## config.mk

```make
export PLATFORM = sky130hd
export DESIGN_NAME = spi_ctrl_diag
export DESIGN_NICKNAME = d
export VERILOG_FILES = /design/src/rtl/spicd_pkg.sv /design/src/rtl/spicd_sync.sv /design/src/rtl/spicd_serial.sv /design/src/rtl/spicd_switch.sv /design/src/rtl/spi_ctrl_diag.sv
export SDC_FILE = /design/constraint.sdc
export NUM_CORES = 1
export LEC_CHECK = 0
export BUFFER_PORTS_ARGS = -buffer_cell sky130_fd_sc_hd__buf_2
export CAP_MARGIN = 5
export CORE_MARGIN = 5
export CORE_UTILIZATION = 45
export DETAILED_ROUTE_END_ITERATION = 6
export PLACE_DENSITY_LB_ADDON = 0.08
export SYNTH_ARGS = -nofsm -noshare
export SYNTH_HDL_FRONTEND = slang
export SYNTH_HIERARCHICAL = 1
export SYNTH_SLANG_ARGS = --single-unit
```

## constraint.sdc

```tcl
create_clock -name clk_i -period 3 [get_ports clk_i]
set_clock_uncertainty 0.1 [all_clocks]
set_input_delay 0.6 -clock clk_i [delete_from_list [all_inputs] [get_ports clk_i]]
set_output_delay 0.6 -clock clk_i [all_outputs]
set_load 0.05 [all_outputs]
```

## src/rtl/spicd_pkg.sv

```systemverilog
package spicd_pkg;

    localparam int WORD_W      = 16;
    localparam int CTRL_W      = 12;
    localparam int AUTO_PERIOD = 128;
    localparam int AUTO_ON     = 2;
    localparam int AUTO_CNT_W  = $clog2(AUTO_PERIOD);

    // control word bit positions (decoded by neighbours, so fixed)
    localparam int C_WDTRIG = 0;
    localparam int C_HS1    = 1;
    localparam int C_HS2    = 2;
    localparam int C_HS3    = 3;
    localparam int C_AUTO   = 4;
    localparam int C_LS1    = 5;
    localparam int C_LS2    = 6;
    localparam int C_SUPEN  = 7;
    localparam int C_WDUC   = 8;
    localparam int C_NSTB   = 9;
    localparam int C_TXEN   = 10;
    localparam int C_PWMEN  = 11;

    typedef struct packed {
        logic [WORD_W-1:0] sr;
        logic [WORD_W-1:0] tx;
        logic [CTRL_W-1:0] ctrl;
        logic              sdo;
        logic              cs_prv;
        logic              sck_prv;
    } ser_st_t;

    typedef struct packed {
        logic [AUTO_CNT_W-1:0] cnt;
        logic [2:0]            hs;
        logic [1:0]            ls;
    } sw_st_t;

endpackage

```

## src/rtl/spicd_sync.sv

```systemverilog
module spicd_sync #(
    parameter int         W   = 2,
    parameter logic [W-1:0] RST = '0
) (
    input  logic         clk_i,
    input  logic         rst_ni,
    input  logic [W-1:0] async_i,
    output logic [W-1:0] sync_o
);

    typedef struct packed {
        logic [W-1:0] s1;
        logic [W-1:0] s2;
    } sy_st_t;

    sy_st_t st_d, st_q;

    always_comb begin
        st_d    = st_q;
        st_d.s1 = async_i;
        st_d.s2 = st_q.s1;
    end

    always_ff @(posedge clk_i or negedge rst_ni) begin
        if (!rst_ni) begin
            st_q <= '{s1: RST, s2: RST};
        end else begin
            st_q <= st_d;
        end
    end

    assign sync_o = st_q.s2;

endmodule

```

## src/rtl/spicd_serial.sv

```systemverilog
module spicd_serial
    import spicd_pkg::*;
(
    input  logic              clk_i,
    input  logic              rst_ni,
    input  logic              cs_lvl_i,
    input  logic              sck_lvl_i,
    input  logic              sdi_lvl_i,
    input  logic [WORD_W-1:0] diag_i,
    output logic [CTRL_W-1:0] ctrl_o,
    output logic              sdo_o,
    output logic              sdo_oe_o
);

    ser_st_t st_d, st_q;
    logic    active;
    logic    sel_fall;
    logic    sel_rise;
    logic    sck_fall;
    logic    sck_rise;

    assign active   = !cs_lvl_i;
    assign sel_fall = st_q.cs_prv && !cs_lvl_i;
    assign sel_rise = !st_q.cs_prv && cs_lvl_i;
    assign sck_fall = st_q.sck_prv && !sck_lvl_i;
    assign sck_rise = !st_q.sck_prv && sck_lvl_i;

    always_comb begin
        st_d         = st_q;
        st_d.cs_prv  = cs_lvl_i;
        st_d.sck_prv = sck_lvl_i;
        if (sel_fall) begin
            st_d.sr  = '0;
            st_d.tx  = diag_i;
            st_d.sdo = 1'b0;
        end else if (active && sck_fall) begin
            st_d.sr = {sdi_lvl_i, st_q.sr[WORD_W-1:1]};
        end else if (active && sck_rise) begin
            st_d.sdo = st_q.tx[0];
            st_d.tx  = {1'b0, st_q.tx[WORD_W-1:1]};
        end
        if (sel_rise) begin
            st_d.ctrl = st_q.sr[CTRL_W-1:0];
        end
    end

    always_ff @(posedge clk_i or negedge rst_ni) begin
        if (!rst_ni) begin
            st_q <= '{sr: '0, tx: '0, ctrl: '0, sdo: 1'b0,
                      cs_prv: 1'b1, sck_prv: 1'b0};
        end else begin
            st_q <= st_d;
        end
    end

    assign ctrl_o   = st_q.ctrl;
    assign sdo_oe_o = active;
    assign sdo_o    = active & st_q.sdo;


    ctrl_on_rise_chk: assert property (@(posedge clk_i) disable iff (!rst_ni)
        !$stable(st_q.ctrl) |-> $past(sel_rise));


    sr_idle_chk: assert property (@(posedge clk_i) disable iff (!rst_ni)
        $past(cs_lvl_i) |-> $stable(st_q.sr));

endmodule

```

## src/rtl/spicd_switch.sv

```systemverilog
module spicd_switch
    import spicd_pkg::*;
(
    input  logic       clk_i,
    input  logic       rst_ni,
    input  logic [2:0] hs_req_i,
    input  logic       auto_i,
    input  logic [1:0] ls_req_i,
    input  logic       pwm_en_i,
    input  logic       wduc_i,
    input  logic       pwm_lvl_i,
    input  logic       tick_i,
    input  logic       uvlo_i,
    input  logic       uc_i,
    output logic [2:0] hs_o,
    output logic [1:0] ls_o
);

    localparam logic [AUTO_CNT_W-1:0] CNT_LAST = AUTO_CNT_W'(AUTO_PERIOD - 1);
    localparam logic [AUTO_CNT_W-1:0] CNT_ON   = AUTO_CNT_W'(AUTO_ON);

    sw_st_t st_d, st_q;
    logic   auto_run;
    logic   pulse;
    logic   ls_block;

    assign auto_run = hs_req_i[2] && auto_i;
    assign pulse    = st_q.cnt < CNT_ON;
    assign ls_block = uc_i && wduc_i;

    always_comb begin
        st_d = st_q;
        if (auto_run) begin
            if (tick_i) begin
                st_d.cnt = (st_q.cnt == CNT_LAST) ? '0 : st_q.cnt + 1'b1;
            end
        end else begin
            st_d.cnt = '0;
        end
        st_d.hs[0] = hs_req_i[0] || (pwm_en_i && pwm_lvl_i);
        st_d.hs[1] = hs_req_i[1];
        st_d.hs[2] = auto_run ? pulse : hs_req_i[2];
        for (int i = 0; i < 2; i++) begin
            st_d.ls[i] = ls_req_i[i] && !ls_block;
        end
        if (uvlo_i) begin
            st_d.hs = '0;
            st_d.ls = '0;
        end
    end

    always_ff @(posedge clk_i or negedge rst_ni) begin
        if (!rst_ni) begin
            st_q <= '0;
        end else begin
            st_q <= st_d;
        end
    end

    assign hs_o = st_q.hs;
    assign ls_o = st_q.ls;


    uvlo_off_chk: assert property (@(posedge clk_i) disable iff (!rst_ni)
        uvlo_i |=> (hs_o == 3'b000 && ls_o == 2'b00));


    uc_ls_off_chk: assert property (@(posedge clk_i) disable iff (!rst_ni)
        (uc_i && wduc_i) |=> (ls_o == 2'b00));


    hs1_spi_chk: assert property (@(posedge clk_i) disable iff (!rst_ni)
        (!uvlo_i && hs_req_i[0]) |=> hs_o[0]);

endmodule

```

## src/rtl/spi_ctrl_diag.sv

```systemverilog
module spi_ctrl_diag
    import spicd_pkg::*;
(
    input  logic       clk_i,
    input  logic       rst_ni,
    input  logic       sel_n_i,
    input  logic       sck_i,
    input  logic       sdi_i,
    output logic       sdo_o,
    output logic       sdo_oe_o,
    input  logic       pwm_i,
    input  logic       tick_i,
    input  logic       uvlo_i,
    input  logic       undercur_i,
    input  logic       therm_warn_i,
    input  logic       hs1_ovl_i,
    input  logic       wd_rst_i,
    input  logic       vcc_low_i,
    input  logic [5:0] can_fail_i,
    input  logic       therm_sw_i,
    input  logic       therm_can_i,
    output logic [2:0] hs_en_o,
    output logic [1:0] ls_en_o,
    output logic       wd_trig_o,
    output logic       sup_en_o,
    output logic       wd_uc_off_o,
    output logic       can_nstb_o,
    output logic       can_txen_o
);

    logic [3:0]        pins_sync;
    logic [CTRL_W-1:0] ctrl;
    logic [WORD_W-1:0] diag;
    logic [1:0]        ls_now;

    // pin order: {pwm, sdi, sck, sel_n}; select idles high
    spicd_sync #(.W(4), .RST(4'b0001)) u_sync (
        .clk_i   (clk_i),
        .rst_ni  (rst_ni),
        .async_i ({pwm_i, sdi_i, sck_i, sel_n_i}),
        .sync_o  (pins_sync)
    );

    assign diag = {therm_can_i, therm_sw_i, can_fail_i, vcc_low_i,
                   ls_now, 1'b0, uvlo_i, wd_rst_i, hs1_ovl_i, therm_warn_i};

    spicd_serial u_serial (
        .clk_i     (clk_i),
        .rst_ni    (rst_ni),
        .cs_lvl_i  (pins_sync[0]),
        .sck_lvl_i (pins_sync[1]),
        .sdi_lvl_i (pins_sync[2]),
        .diag_i    (diag),
        .ctrl_o    (ctrl),
        .sdo_o     (sdo_o),
        .sdo_oe_o  (sdo_oe_o)
    );

    spicd_switch u_switch (
        .clk_i     (clk_i),
        .rst_ni    (rst_ni),
        .hs_req_i  ({ctrl[C_HS3], ctrl[C_HS2], ctrl[C_HS1]}),
        .auto_i    (ctrl[C_AUTO]),
        .ls_req_i  ({ctrl[C_LS2], ctrl[C_LS1]}),
        .pwm_en_i  (ctrl[C_PWMEN]),
        .wduc_i    (ctrl[C_WDUC]),
        .pwm_lvl_i (pins_sync[3]),
        .tick_i    (tick_i),
        .uvlo_i    (uvlo_i),
        .uc_i      (undercur_i),
        .hs_o      (hs_en_o),
        .ls_o      (ls_now)
    );

    assign ls_en_o     = ls_now;
    assign wd_trig_o   = ctrl[C_WDTRIG];
    assign sup_en_o    = ctrl[C_SUPEN];
    assign wd_uc_off_o = ctrl[C_WDUC];
    assign can_nstb_o  = ctrl[C_NSTB];
    assign can_txen_o  = ctrl[C_TXEN];


    oe_idle_chk: assert property (@(posedge clk_i) disable iff (!rst_ni)
        (sel_n_i && $past(sel_n_i) && $past(sel_n_i, 2)) |-> !sdo_oe_o);

endmodule

```

==> results.py, run 1 <==
metrics = {
    "setup_path": {
        "crit_path_max_incr_delay_ns": 0.64,
        "critPathBufInv": 1,
        "crit_type": "register to output pin",
        "crit_slowest_cell": "dfstp_2",
        "cp.arrival_ns": 1.26,
        "crit_path_start_kind": "register",
        "required_ns": 2.30,
        "cp_top_family": "flip-flops",
        "cp-end-kind": "output pin",
        "worstPathMaxFanout": 11,
        "path_cells": "nor2b_1 > buf_2",
    },
    "global_route": {
        "grtUsageTotal": 0.129,
        "grt_pass1_vias": 1766,
        "grt-ovfl-total": 0,
        "antenna_found_initial": 0,
        "grt_max_degree": 29,
        "grt_pass1_wl_mm": 8.45,
    },
    "pwr": {
        "power.internal_mw": 1.58,
        "pwr-share-clk": 0.358,
        "leakage_nw": 1.57,
        "power_mw": 2.10,
        "pwr-share-seq": 0.504,
        "irDropWorstVdd_uv": 286,
        "combPwrFrac": 0.138,
        "powerDensity_nw_per_um2": 642,
        "switching_power_mw": 0.513,
        "swShare": 0.245,
    },
    "drt": {
        "drtIter0Drc": 37,
        "routed_wl_mm": 4.90,
        "vias_per_cell": 5.03,
        "ant_nets": 0,
        "wl_per_cell_um": 14.2,
        "dr.pass1.iters": 4,
        "vias": 1730,
        "drcViolationCount": 0,
    },
    "clocking": {
        "clockBufferDepth": 2,
        "clk_latency_ns": 0.34,
        "hold_buffers": 0,
        "root_buffer": "clkbuf_8",
        "post_cts_buffers": 0,
        "numCtsBuffers": 9,
        "clock-sinks": 67,
        "cts_tree": "yes",
        "cts_max_level": 3,
        "cts-resized-gates": 0,
        "clk_pin_slew_ns": 0.08,
    },
    "floorplanning": {
        "ioPinCount": 33,
        "start_util": 0.466,
        "rows": 29,
        "fp.dieH_um": 91.6,
        "dieWidth_um": 91.6,
        "dieArea_um2": 8390,
        "fp.coreArea_um2": 6420,
    },
    "cells_and_area": {
        "layout.nets": 284,
        "final_layout_size_suffix_gt1_frac": 0.378,
        "syn_to_final_growth_pct": 9.03,
        "antenna_cells": 0,
    },
    "sta": {
        "max_slew_margin": 0.366,
        "setup_viol_count_final": 0,
        "fmax_mhz": 510,
        "rsz0062_at_grt": "false",
        "drv_slew": 0,
        "worst_slew_pin_slew_ns": 0.947,
        "min_period_ns": 1.96,
        "fin_crit_sh": 0.653,
        "hold_viol_final": 0,
        "setup_tns_ns": 0,
        "fin_ws_ns": 1.04,
        "hold_ws_ns": 0.169,
    },
    "synth": {
        "synth_nets": 265,
        "synth_seq_cells": 67,
        "ys.flop_type": "dfrtp_1",
        "synth_warnings": 6,
        "synth_edf_count": 0,
        "postSynthAreaPerCell_um2": 12.3,
        "synth_cell_types": 35,
        "synthArstFlopShare": 1.00,
        "yosysSeqAreaShare": 0.561,
        "syn_area_um2": 2990,
        "netlist_instances": 243,
    },
    "min_path": {
        "hold_path.class": "primary input to asynchronous set/reset pin",
    },
    "run_status": {
        "outcome": "complete, no violations",
    },
    "placed_design": {
        "place_ws_ns": 1.19,
        "gp_congestion": 0.708,
        "port_buffers": 32,
        "post-dp-hpwl_mm": 3.25,
    },
    "job": {
        "maxCapViolations": 0,
    },
}
==> layer usage <==
layer | track usage | vias to the layer above | wire length (um)
met2 | 0.198 | 35 | 2290
li1 | - | 844 | -
met1 | 0.164 | 847 | 2320
met4 | 0.0377 | 0 | 45
met3 | 0.0595 | 4 | 241
met5 | 0 | - | 0
==> sequential cells by signal (all words and copies together), names as in the netlist <==
name             count
u_serial/st_q       35
u_serial/ctrl_o     12
u_switch/st_q        7
u_sync/st_d          4
u_sync/sync_o        4
u_switch/hs_o        3
u_switch/ls_o        2
==> area by class of cell <==
class,count,area [um2]
clock buffer,9,124
clock inverter,7,77.6
fill,581,3160
inverter,4,15.0
multi-input combinational,145,1090
sequential,67,1680
tap,77,96.3
timing repair buffer,35,183
==> through the flow <==
step / utilization / std cells / cell area (um2)
2_1_floorplan: - / 243 / 2990
3_3_place_gp: 0.477 / 328 / 3060
3_5_place_dp: 0.477 / 328 / 3060
4_1_cts: 0.508 / 344 / 3260
5_1_grt: 0.508 / 344 / 3260
6_report: 0.508 / 344 / 3260
==> power groups by stage <==
stage | sequential [mW] | clock, mW | combinational, mW
floorplan | 1.05 | 0 | 0.246
global placement | 1.07 | 0 | 0.289
detailed placement | 1.07 | 0 | 0.296
CTS | 1.06 | 0.782 | 0.294
global route | 1.07 | 0.830 | 0.316
finish | 1.06 | 0.750 | 0.289
==> path summary, 6_finish.rpt <==
path | startpoint | end | slack [ns] | cells past startpoint
setup / recovery | u_sync/sync_o[0] | sdo_o | 1.04 | 2
hold / removal | rst_ni | u_switch/st_q[11] | 0.17 | 1
hold reg to reg | u_sync/st_d[3] | u_sync/sync_o[3] | 0.25 | 0
setup reg to reg | u_sync/sync_o[0] | u_serial/st_q[26] | 1.18 | 3
min in group clk_i | sel_n_i | u_sync/st_d[0] | 0.25 | 1
max in group asynchronous | rst_ni | u_sync/st_d[0] | 1.87 | 2
==> synth_stat cells, types with 3 or more instances <==
cell	count	share of area
buf_6	3	0.011
o21ai_0	5	0.0084
dfrtp_1	64	0.53
buf_4	18	0.045
nand2_1	39	0.049
mux2_4	18	0.090
a21oi_1	23	0.038
dfstp_2	3	0.026
nor2_1	3	0.0038
nand3_1	6	0.010
inv_1	4	0.0050
clkbuf_1	3	0.0038
nor2b_1	3	0.0063
mux2_2	24	0.090
==> cell usage in the layout, fill, tap and decap left out, types with 2 or more instances in the layout <==
master	count
mux2_4	18
buf_2	32
nor2_1	3
nor3b_2	2
xor2_1	2
nand3_1	6
clkinv_4	3
inv_1	4
or4_1	2
dfstp_2	3
buf_4	3
clkbuf_8	9
a21oi_1	23
o21ai_0	5
and2_1	2
nand2_1	39
dfrtp_1	64
or3_1	2
mux2_2	24
nor2b_1	3
==> kinds of logic after synthesis <==
logic type	synth area share
xor gates and xnor gates	0.00585
muxes	0.181
buffers and inverters	0.0752
other	0.00125
AOI/OAI and AO/OA	0.0606
and+or+nand+nor	0.111
DFF	0.561
adders and majority gates	0.00418
Power figures use the tool's default switching activity.
==> run 2, diff against run 1 <==
==> constraint.sdc (replaced) <==
create_clock -name clk_i -period 1.7 [get_ports clk_i]
set_clock_uncertainty 0.1 [all_clocks]
set_input_delay 0.34 -clock clk_i [delete_from_list [all_inputs] [get_ports clk_i]]
set_output_delay 0.34 -clock clk_i [all_outputs]
set_load 0.05 [all_outputs]
==> results.py, run 2 (synthesis gave the netlist of run 1 again) <==
metrics = {
    "run_status": {
        "outcome": "finished, violations left",
        "failed_checks": "setup timing",
    },
    "pwr": {
        "power_mw": 4.27,
        "leakage_nw": 1.73,
        "powerDensity_nw_per_um2": 1200,
        "irDropWorstVdd_uv": 575,
    },
    "floorplanning": {
        "rows": 29,
        "fp.dieH_um": 91.6,
        "start_util": 0.466,
        "ioPinCount": 33,
        "dieWidth_um": 91.6,
        "fp.coreArea_um2": 6420,
        "dieArea_um2": 8390,
    },
    "drt": {
        "wl_per_cell_um": 14.7,
        "vias": 1794,
        "met2_length_mm": 2.33,
        "vias_per_cell": 5.05,
        "dr.pass1.iters": 4,
        "wl_met1_mm": 2.56,
        "drcViolationCount": 0,
        "wl_met3_um": 237,
        "ant_nets": 0,
        "dr.max_layer_used": "met4",
        "drtIter0Drc": 77,
        "routed_wl_mm": 5.23,
    },
    "placed_design": {
        "gp_congestion": 0.702,
        "post-dp-hpwl_mm": 3.37,
        "placed_area_um2": 3140,
        "port_buffers": 32,
        "dp.cells": 331,
    },
    "cells_and_area": {
        "final_area_um2": 3550,
        "stdcell_count": 355,
        "regMostFlops": "u_serial/st_q",
        "final_layout_size_suffix_gt1_frac": 0.396,
        "post-route-util": 0.553,
        "largest_reg_flops": 35,
        "layout_commonest_cell": "dfrtp_1",
        "antenna_cells": 0,
        "layout_common_cells": "dfrtp_1 (64), nand2_1 (39), buf_2 (31)",
        "syn_to_final_growth_pct": 18.6,
        "layout.nets": 295,
    },
    "setup_path": {
        "path_cells": "buf_6 > nor2b_4 > buf_6",
        "cp.arrival_ns": 1.30,
        "worstPathMaxFanout": 7,
        "crit_slowest_cell": "dfstp_2",
        "cp_common_cell": "buf_6",
        "crit_type": "register to output pin",
        "cp-end-kind": "output pin",
        "cp_top_family": "flip-flops",
        "crit_path_max_incr_delay_ns": 0.64,
        "critPathBufInv": 2,
        "crit_path_start_kind": "register",
        "required_ns": 1.26,
    },
    "global_route": {
        "grt-ovfl-total": 0,
        "grtUsageTotal": 0.134,
        "grt_pass1_wl_mm": 8.91,
        "grt_max_degree": 35,
        "grt_pass1_vias": 1854,
        "antenna_found_initial": 0,
    },
    "sta": {
        "fin_ws_ns": -0.0383,
        "setup_viol_count_final": 2,
        "min_period_ns": 1.74,
        "rsz0062_at_grt": "true",
        "max_slew_margin": 0.574,
        "drv_slew": 0,
        "fin_crit_sh": 1.02,
        "hold_viol_final": 0,
        "worst_slew_pin_slew_ns": 0.639,
        "fmax_mhz": 575,
    },
    "clocking": {
        "cts_tree": "yes",
        "clock-sinks": 67,
        "numCtsBuffers": 9,
        "cts_max_level": 3,
        "clk_pin_slew_ns": 0.08,
        "clk_latency_ns": 0.34,
        "root_buffer": "clkbuf_8",
        "clockBufferDepth": 2,
    },
    "job": {
        "maxCapViolations": 0,
    },
    "min_path": {
        "hold_path.class": "primary input to register",
    },
}
run 2: cell count changes in the layout (fill, tap and decap cells not counted), moves of 2 or more:
cell and change:
bufinv_16 +3, mux2_4 +10, clkinv_4 -2, buf_6 +3, mux2_2 -10, dlygate4sd3_1 +4, buf_12 +4
run 2: final timing paths:
| check | from | depth (start not counted) | slack, ns | to |
|---|---|---|---|---|
| worst max-delay path | u_sync/sync_o[0] | 3 | -0.04 | sdo_o |
| worst min-delay path | pwm_i | 1 | 0.03 | u_sync/st_d[3] |
| worst max register to register | u_sync/sync_o[0] | 3 | 0 | u_serial/st_q[20] |
| worst min register to register | u_sync/st_d[3] | 0 | 0.24 | u_sync/sync_o[3] |
| max in group asynchronous | rst_ni | 3 | 0.60 | u_serial/st_q[1] |
| min in group asynchronous | rst_ni | 2 | 0.33 | u_switch/st_q[11] |
run 2: stage by stage:
stage               worst slack, ns  hold slack [ns]  setup TNS [ns]
floorplan                   -0.0601          -0.0556          -0.481
global placement           -0.00218            0.166        -0.00236
detailed placement          -0.0271            0.169          -0.155
CTS                         -0.0426           0.0126          -0.373
global route                -0.0950          0.00442          -0.406
finish                      -0.0383           0.0250         -0.0409
run 2: what timing repair did:
item / 4_1_cts / 5_1_grt
hold buffers: 4 / 0
pin swaps: 0 / 0
cloned: 0 / 1
buffers inserted: 2 / 1
gates resized for setup: 2 / 18
endpoints found under the hold margin: 14 / 0
setup endpoints to repair: 21 / 34
run 2: worst register-to-register path, cell delays in order (launching register included):
cell and delay (ns):
dfstp_2 0.64, nand2b_4 0.27, mux2_4 0.33, mux2_4 0.26
run 2: layout make-up:
cell class,count,area (um2)
Fill cell,527,2870
Tap cell,77,96.3
Timing Repair Buffer,45,332
Inverter,4,15.0
Clock inverter,6,136
Multi-Input combinational cell,146,1150
Sequential cell,67,1680
Clock buffer,10,138
run 2: report_power, final:
part | switching, mW | total [mW] | internal, mW
Combinational | 0.188 | 0.613 | 0.424
Clock | 0.621 | 1.79 | 1.17
Sequential | 0.103 | 1.87 | 1.77
Total | 0.913 | 4.27 | 3.36
run 2: layer usage:
metal / vias up / track usage
met5: - / 0
met4: 0 / 0.0716
met2: 30 / 0.206
met3: 9 / 0.0322
met1: 884 / 0.174
li1: 871 / -
